--- config.mk ---
export PLATFORM = sky130hd
export DESIGN_NAME = evtcnt_top
export DESIGN_NICKNAME = d
export VERILOG_FILES = /design/src/rtl/evtcnt_pkg.sv /design/src/rtl/evtcnt_ctrl.sv /design/src/rtl/evtcnt_datapath.sv /design/src/rtl/evtcnt_top.sv
export SDC_FILE = /design/constraint.sdc
export NUM_CORES = 1
export LEC_CHECK = 0
export ABC_AREA = 1
export BUFFER_PORTS_ARGS = -buffer_cell sky130_fd_sc_hd__buf_2
export CAP_MARGIN = 25
export CORE_MARGIN = 4
export CORE_UTILIZATION = 25
export CTS_BUF_LIST = sky130_fd_sc_hd__clkbuf_16
export CTS_CLUSTER_SIZE = 25
export DETAILED_ROUTE_END_ITERATION = 10
export SLEW_MARGIN = 10
export SYNTH_ARGS = -nofsm -noshare
export SYNTH_HDL_FRONTEND = slang
export SYNTH_SLANG_ARGS = --single-unit
--- constraint.sdc ---
create_clock -name clk -period 1.62 [get_ports clk]
set_clock_uncertainty 0.15 [all_clocks]
set_input_delay 0.081 -clock clk [delete_from_list [all_inputs] [get_ports clk]]
set_output_delay 0.081 -clock clk [all_outputs]
set_load 0.05 [all_outputs]
--- src/rtl/evtcnt_pkg.sv ---
package evtcnt_pkg;

  localparam int ADDR_W = 2;

  localparam logic [ADDR_W-1:0] ADDR_COUNT  = 2'd0;
  localparam logic [ADDR_W-1:0] ADDR_RELOAD = 2'd1;
  localparam logic [ADDR_W-1:0] ADDR_CTRL   = 2'd2;

  // control register bit positions
  localparam int BIT_RUN   = 0;
  localparam int BIT_FALL  = 1;
  localparam int BIT_INTEN = 2;
  localparam int BIT_PEND  = 3;

  typedef struct packed {
    logic intEn;
    logic edgeFall;
    logic runEn;
  } ctrl_t;

  typedef struct packed {
    logic wrCount;
    logic wrReload;
    logic clrPend;
    logic evtHit;
  } strobe_t;

endpackage

--- src/rtl/evtcnt_ctrl.sv ---
module evtcnt_ctrl
  import evtcnt_pkg::*;
#(
  parameter int CNT_W       = 16,
  parameter int SYNC_STAGES = 2
) (
  input  logic                clk,
  input  logic                rstN,
  input  logic                evtIn,
  input  logic                regWrEn,
  input  logic [ADDR_W-1:0]   regAddr,
  input  logic [CNT_W-1:0]    regWrData,
  output strobe_t             strb,
  output ctrl_t               ctrlQ
);

  logic [SYNC_STAGES-1:0] syncQ;
  logic                   syncOut;
  logic                   histQ;
  logic                   riseSeen;
  logic                   fallSeen;
  logic                   ctrlWr;

  // synchronizer chain, first stage takes the raw pin
  always_ff @(posedge clk or negedge rstN) begin
    if (!rstN) begin
      syncQ <= '0;
      histQ <= 1'b0;
    end else begin
      syncQ <= {syncQ[SYNC_STAGES-2:0], evtIn};
      histQ <= syncOut;
    end
  end

  assign syncOut  = syncQ[SYNC_STAGES-1];
  assign riseSeen = syncOut & ~histQ;
  assign fallSeen = ~syncOut & histQ;

  assign ctrlWr = regWrEn && (regAddr == ADDR_CTRL);

  always_ff @(posedge clk or negedge rstN) begin
    if (!rstN) begin
      ctrlQ <= '0;
    end else if (ctrlWr) begin
      ctrlQ.runEn    <= regWrData[BIT_RUN];
      ctrlQ.edgeFall <= regWrData[BIT_FALL];
      ctrlQ.intEn    <= regWrData[BIT_INTEN];
    end
  end

  always_comb begin
    strb.wrCount  = regWrEn && (regAddr == ADDR_COUNT);
    strb.wrReload = regWrEn && (regAddr == ADDR_RELOAD);
    strb.clrPend  = ctrlWr && regWrData[BIT_PEND];
    strb.evtHit   = ctrlQ.runEn && (ctrlQ.edgeFall ? fallSeen : riseSeen);
  end

  // same-polarity edges need the synchronized level to toggle twice
  AST_EDGE_SPACED: assert property (@(posedge clk) disable iff (!rstN)
    strb.evtHit |=> !strb.evtHit);

endmodule

--- src/rtl/evtcnt_datapath.sv ---
module evtcnt_datapath
  import evtcnt_pkg::*;
#(
  parameter int CNT_W = 16
) (
  input  logic                clk,
  input  logic                rstN,
  input  strobe_t             strb,
  input  ctrl_t               ctrlQ,
  input  logic [CNT_W-1:0]    wrData,
  input  logic                globalIntEn,
  input  logic [ADDR_W-1:0]   rdAddr,
  output logic [CNT_W-1:0]    rdData,
  output logic                irq
);

  localparam int CTRL_USED = BIT_PEND + 1;

  logic [CNT_W-1:0] cntQ;
  logic [CNT_W-1:0] reloadQ;
  logic             pendQ;
  logic             atZero;
  logic             underflow;

  assign atZero    = (cntQ == '0);
  assign underflow = strb.evtHit && !strb.wrCount && atZero;

  always_ff @(posedge clk or negedge rstN) begin
    if (!rstN) begin
      cntQ <= '0;
    end else if (strb.wrCount) begin
      cntQ <= wrData;
    end else if (strb.evtHit) begin
      cntQ <= atZero ? reloadQ : cntQ - 1'b1;
    end
  end

  always_ff @(posedge clk or negedge rstN) begin
    if (!rstN) begin
      reloadQ <= '0;
    end else if (strb.wrReload) begin
      reloadQ <= wrData;
    end
  end

  always_ff @(posedge clk or negedge rstN) begin
    if (!rstN) begin
      pendQ <= 1'b0;
    end else if (underflow) begin
      pendQ <= 1'b1;
    end else if (strb.clrPend) begin
      pendQ <= 1'b0;
    end
  end

  always_comb begin
    rdData = '0;
    case (rdAddr)
      ADDR_COUNT:  rdData = cntQ;
      ADDR_RELOAD: rdData = reloadQ;
      ADDR_CTRL: begin
        rdData[BIT_RUN]   = ctrlQ.runEn;
        rdData[BIT_FALL]  = ctrlQ.edgeFall;
        rdData[BIT_INTEN] = ctrlQ.intEn;
        rdData[BIT_PEND]  = pendQ;
        rdData[CNT_W-1:CTRL_USED] = '0;
      end
      default: rdData = '0;
    endcase
  end

  assign irq = pendQ && ctrlQ.intEn && globalIntEn;

  AST_DEC_ONE: assert property (@(posedge clk) disable iff (!rstN)
    (strb.evtHit && !strb.wrCount && cntQ != '0) |=> (cntQ == $past(cntQ) - 1'b1));

  AST_UNDERFLOW_RELOAD: assert property (@(posedge clk) disable iff (!rstN)
    (strb.evtHit && !strb.wrCount && cntQ == '0) |=> (cntQ == $past(reloadQ) && pendQ));

  AST_PEND_STICKY: assert property (@(posedge clk) disable iff (!rstN)
    (pendQ && !strb.clrPend) |=> pendQ);

  AST_CNT_HOLD: assert property (@(posedge clk) disable iff (!rstN)
    (!strb.evtHit && !strb.wrCount) |=> $stable(cntQ));

  AST_WRITE_WINS: assert property (@(posedge clk) disable iff (!rstN)
    (strb.wrCount && !pendQ && !strb.clrPend) |=> (cntQ == $past(wrData) && !pendQ));

endmodule

--- src/rtl/evtcnt_top.sv ---
module evtcnt_top
  import evtcnt_pkg::*;
#(
  parameter int CNT_W       = 16,
  parameter int SYNC_STAGES = 2
) (
  input  logic              clk,
  input  logic              rstN,
  input  logic              evtIn,
  input  logic              globalIntEn,
  input  logic              regWrEn,
  input  logic [1:0]        regAddr,
  input  logic [CNT_W-1:0]  regWrData,
  output logic [CNT_W-1:0]  regRdData,
  output logic              irq
);

  strobe_t strb;
  ctrl_t   ctrlQ;

  evtcnt_ctrl #(
    .CNT_W       (CNT_W),
    .SYNC_STAGES (SYNC_STAGES)
  ) ctrl_i (
    .clk       (clk),
    .rstN      (rstN),
    .evtIn     (evtIn),
    .regWrEn   (regWrEn),
    .regAddr   (regAddr),
    .regWrData (regWrData),
    .strb      (strb),
    .ctrlQ     (ctrlQ)
  );

  evtcnt_datapath #(
    .CNT_W (CNT_W)
  ) dp_i (
    .clk         (clk),
    .rstN        (rstN),
    .strb        (strb),
    .ctrlQ       (ctrlQ),
    .wrData      (regWrData),
    .globalIntEn (globalIntEn),
    .rdAddr      (regAddr),
    .rdData      (regRdData),
    .irq         (irq)
  );

endmodule

* Yosys cells after proc, flatten, opt, wreduce, memory -nomap -nowiden
Cells that the tools add are included.
Storage, ports and cells: flip-flop bits (word level) 39, input bits 23, output and inout bits 17, logic and storage cells 36
Cells by class: add/sub/neg operators 1, eq/ne operators 2, multiplexer cells 7, bitwise logic cells 4, reductions and logical operators 14
Operator list (count):
- 2-to-1 mux 16 bit | 3
- case mux 16 bit (3 select lines) | 1
- zero test 16 bit | 1
- subtractor 16 x 1 -> 16 bit (second input constant) | 1
- logical AND 1 bit | 9
- nonzero test 2 bit | 2
- 2-to-1 mux 1 bit | 3
- AND 1 bit | 2
- equality test 2 x 1 -> 1 bit (second input constant) | 1
- equality test 2 bit (second input constant) | 1
- zero test 2 bit | 1
- inverter 1 bit | 2
- zero test 1 bit | 1

* Longest topological paths before layout
word-level depth 7, mapped depth 9, depth with buffers taken out 9

* Cells and area by module
From an unflattened synthesis, not the netlist that was laid out.
Second synthesis, totals: cell total of the unflattened synthesis 357, area total of the unflattened synthesis 2555.0 um^2
By module, submodules not included:
- evtcnt_datapath | instances 1, cells each 327, area each 2294.7 um^2, sequential area each 825.8 um^2
- evtcnt_ctrl | instances 1, cells each 30, area each 260.2 um^2, sequential area each 150.1 um^2

* Worst setup path before layout
OpenSTA, ideal clock, no wires.
path kind reg-to-output, start point register dp_i.cntQ[12], end point output port regRdData[12], arrival time 1587 ps, required time 1389 ps, setup slack -198 ps, stages on the path, launching flop included 3, path buffers 0, cell sequence dfrtp_1 inv_1 o21ai_0
On the way: longest elaborated chain between the ends 1
Ends and longest elaborated chain:
- start, declared | line evtcnt_datapath.sv:19 | logic [CNT_W-1:0] cntQ;
- start signal, assigned | line evtcnt_datapath.sv:32 | cntQ <= wrData;
- start signal, assigned | line evtcnt_datapath.sv:34 | cntQ <= atZero ? reloadQ : cntQ - 1'b1;
- case mux 16 bit (3 select lines) | line evtcnt_datapath.sv:58 | case (rdAddr)
- end, declared | line evtcnt_top.sv:14 | output logic [CNT_W-1:0] regRdData,
Every way passes these cells.

* Worst setup path in the final report
start point register dp_i.cntQ[0], end point register dp_i.cntQ[14]
On the way: longest elaborated chain between the ends 4, elaborated cells on any way between the ends 5, classes of those cells add/sub (1); mux (3); reduce/logical (1)
Ends and longest elaborated chain:
- subtractor 16 x 1 -> 16 bit or zero test 16 bit (tied branches) | line evtcnt_datapath.sv:34, evtcnt_datapath.sv:25
- 2-to-1 mux 16 bit * | line evtcnt_datapath.sv:34
- 2-to-1 mux 16 bit * | line evtcnt_datapath.sv:33 | end else if (strb.evtHit) begin
- 2-to-1 mux 16 bit * | line evtcnt_datapath.sv:31 | end else if (strb.wrCount) begin
Mark *: on every way between the ends. The rest lies on a longest branch, timed or not. The select of a mux whose other input is x is not followed. A chain may end at the register's enable or synchronous reset.

==> results.md <==
- Fin worst setup slack: 0.0467 ns
- WP data required: 1.63 ns
- Syn_nets: 368
- Vias in the first global route: 2537
- Async set-or-reset flop fraction in the synthesized netlist: 100%
- Post-synth top flop: dfrtp_1
- Maximum buffer depth of the clock tree: 2
- Antenna diodes: 0
- Outcome: finished, final reports clean
- Crit. End Element: flip-flop
- Final Cycle Share: 97.1%
- Share of layout cells above drive strength 1: 28.0%
- Worst slack at placement: -0.0511 ns
- Yosys top cell by area: dfrtp_1
- RSZ-0062 raised after global routing: yes
- Filler cell count: 1041
- Synth Warn #: 0
- Max IR drop VDD: 0.492 mV
- Yosys top cell area share: 39.0%
- Final net count: 456
- Layout area overhead: 40.8%
- Fin crit period: 1.57 ns
- # port buffers: 39
- Cells after synthesis: 343
- Vias per cell: 4.55
- Root buf cell: clkbuf_16
- Synth cell types: 33
- CTS Buf Count: 5
- Synth Cell Area: 2500 um2
- Fin. Hold Viols: 0
- Die area: 11700 um2
- Final setup fails: 0
- CTS H-Tree Depth: 2
- Slew Limit Fails: 0
- Post-DP HPWL: 5.59 mm
- GR Overflow Total: 0
- Final routed DRC violation total: 0
- CP arrival: 1.59 ns
- Post-synth EDFFs: 0
- Clock transition at path regs: 0.06 ns
- Largest net degree at the start of global routing: 22
- Highest clock rate: 0.636 GHz
- Final instance area: 3520 um2
- Slew headroom: 67.3%
- First-pass GRT wire length: 12.2 mm
- CTS tree: done
- Worst Tran Pin Value: 0.491 ns
- Worst hold path class: input port to flip-flop
- Sequential element share of the synthesized area: 39.0%
- Setup CP Type: flip-flop to flip-flop
- Placed cell count: 535
- WL final: 7.55 mm
- Power Total: 4.49 mW
- Placer Congestion: 0.891
- ANT nets after route: 0
- Top-count cell post-synth: nand2_1
- Wire per inst: 13.4 um
- Initial Utilization: 25.6%
- Non-Filler Instances: 565
- Leakage: 1.80 nW
- GRT Util Overall: 13.1%
- Via Count: 2572
- Pre-Repair DR Iteration Count: 4
- CP Max Fanout: 4
- Clock insertion delay at the later pin of the skew report: 0.28 ns
- Die width: 108 um
- Power density over the cells: 1280 nW/um2
- Die Ht: 108 um
- Syn avg cell area: 7.29 um2
- First DRT Iteration DRCs: 85
- Site row count: 36
- Startpoint types: flip-flop
- Max cap viols: 0
- Register bit total from synthesis: 39
- Commonest cells in the netlist: 100 x nand2_1, 52 x inv_1, 39 x dfrtp_1
- Placeable core region: 9770 um2
- Synth area leaders: dfrtp_1 39%, nand2_1 15%, inv_1 7.8%
- Ports: 40
- Clock Sinks: 39
- Initial antenna violation count: 0
- Placed cell area: 3050 um2
layer usage:
metal	wire [um]	vias to the layer above	track usage, %
li1	-	1280	-
met1	3540	1235	17.1
met2	3670	48	22.5
met3	215	9	2.15
met4	132	0	3.61
met5	0	-	0
worst max-delay path, cell delays in order (launching register included):
cell and delay, ns:
dfrtp_1 0.39, inv_2 0.11, ha_2 0.20, inv_1 0.07
nor2_2 0.12, buf_4 0.14, nand2_1 0.05, nand2_1 0.06
nand2_1 0.04, nand2_1 0.06, nand3b_1 0.07
cells by family after synthesis:
kind of cell,after synthesis,synth area share (%)
AO/OA/AOI/OAI,49,11.4
XOR/XNOR,3,1.05
adder cells (fa/ha/maj),2,1.00
buffers and inverters,65,10.2
flip-flops,39,39.0
multiplexers,7,3.15
AND/OR/NAND/NOR,178,34.2
layout make-up:
class / instances / area, um2 / area share, %
well taps: 133 / 166 / 4.73
flip-flops and latches: 39 / 978 / 27.8
multi-input cells: 240 / 1360 / 38.5
repair buffers: 86 / 633 / 18.0
clock buffers: 5 / 125 / 3.55
clock inverters: 3 / 38.8 / 1.10
inverters: 59 / 221 / 6.29
layout by cell type, fill, tap and decap left out, drive strengths merged:
cell type	Yosys	routed
nand3b	2	2
o211ai	1	1
o22ai	11	11
nand2	106	106
mux2	7	7
dlygate4sd3	0	18
and3	1	1
ha	2	2
nand4	4	4
buf	5	67
o221ai	3	3
or2	1	1
dfrtp	39	39
nand3	38	38
clkbuf	1	6
o21ai	28	28
clkinv	0	2
a21oi	6	7
nor3	1	1
inv	59	59
nor2	25	25
bufinv	0	1
xor2	3	3
flip-flops by register name, indices dropped and copies added, names as in the netlist:
signal and flops:
ctrl_i.ctrlQ 3, ctrl_i.histQ 1, ctrl_i.syncQ 2, dp_i.cntQ 16, dp_i.pendQ 1, dp_i.reloadQ 16
path summary, 6_finish.rpt:
| kind | start | endpoint | slack [ns] | cells after the start |
|---|---|---|---|---|
| hold reg to reg | ctrl_i.syncQ[0]$_DFF_PN0_ | ctrl_i.syncQ[1]$_DFF_PN0_ | 0.20 | 0 |
| setup reg to reg | dp_i.cntQ[0]$_DFFE_PN0P_ | dp_i.cntQ[14]$_DFFE_PN0P_ | 0.05 | 10 |
| hold / removal | regWrEn | ctrl_i.ctrlQ[1]$_DFFE_PN0P_ | 0.14 | 3 |
| min in group asynchronous | rstN | dp_i.reloadQ[15]$_DFFE_PN0P_ | 0.15 | 2 |
| setup / recovery | dp_i.cntQ[0]$_DFFE_PN0P_ | dp_i.cntQ[14]$_DFFE_PN0P_ | 0.05 | 10 |
| max in group asynchronous | rstN | dp_i.cntQ[4]$_DFFE_PN0P_ | 0.68 | 3 |
power by group:
group	internal (mW)	switching, mW	leakage (nW)	total [mW]
Combinational	0.749	1.21	1.24	1.96
Sequential	1.19	0.227	0.479	1.42
Clock	0.718	0.391	0.0812	1.11
through the flow:
stage	TNS (ns)	hold WS, ns	utilization, %
detailed placement	-0.491	-0.0809	31.2
global route	-0.0878	0.162	36.0
finish	0	0.136	36.0
floorplan	-0.838	-0.365	-
CTS	0	0.126	34.7
global placement	-0.00570	-0.0784	31.2
repair_timing:
item,in CTS,in global routing
setup endpoints to repair,15,20
pin swaps,3,6
endpoints found under the hold margin,68,0
gates cloned,0,1
resized for setup,2,27
setup buffers,0,3
hold buffers,18,0
Power figures use the tool's default switching activity.
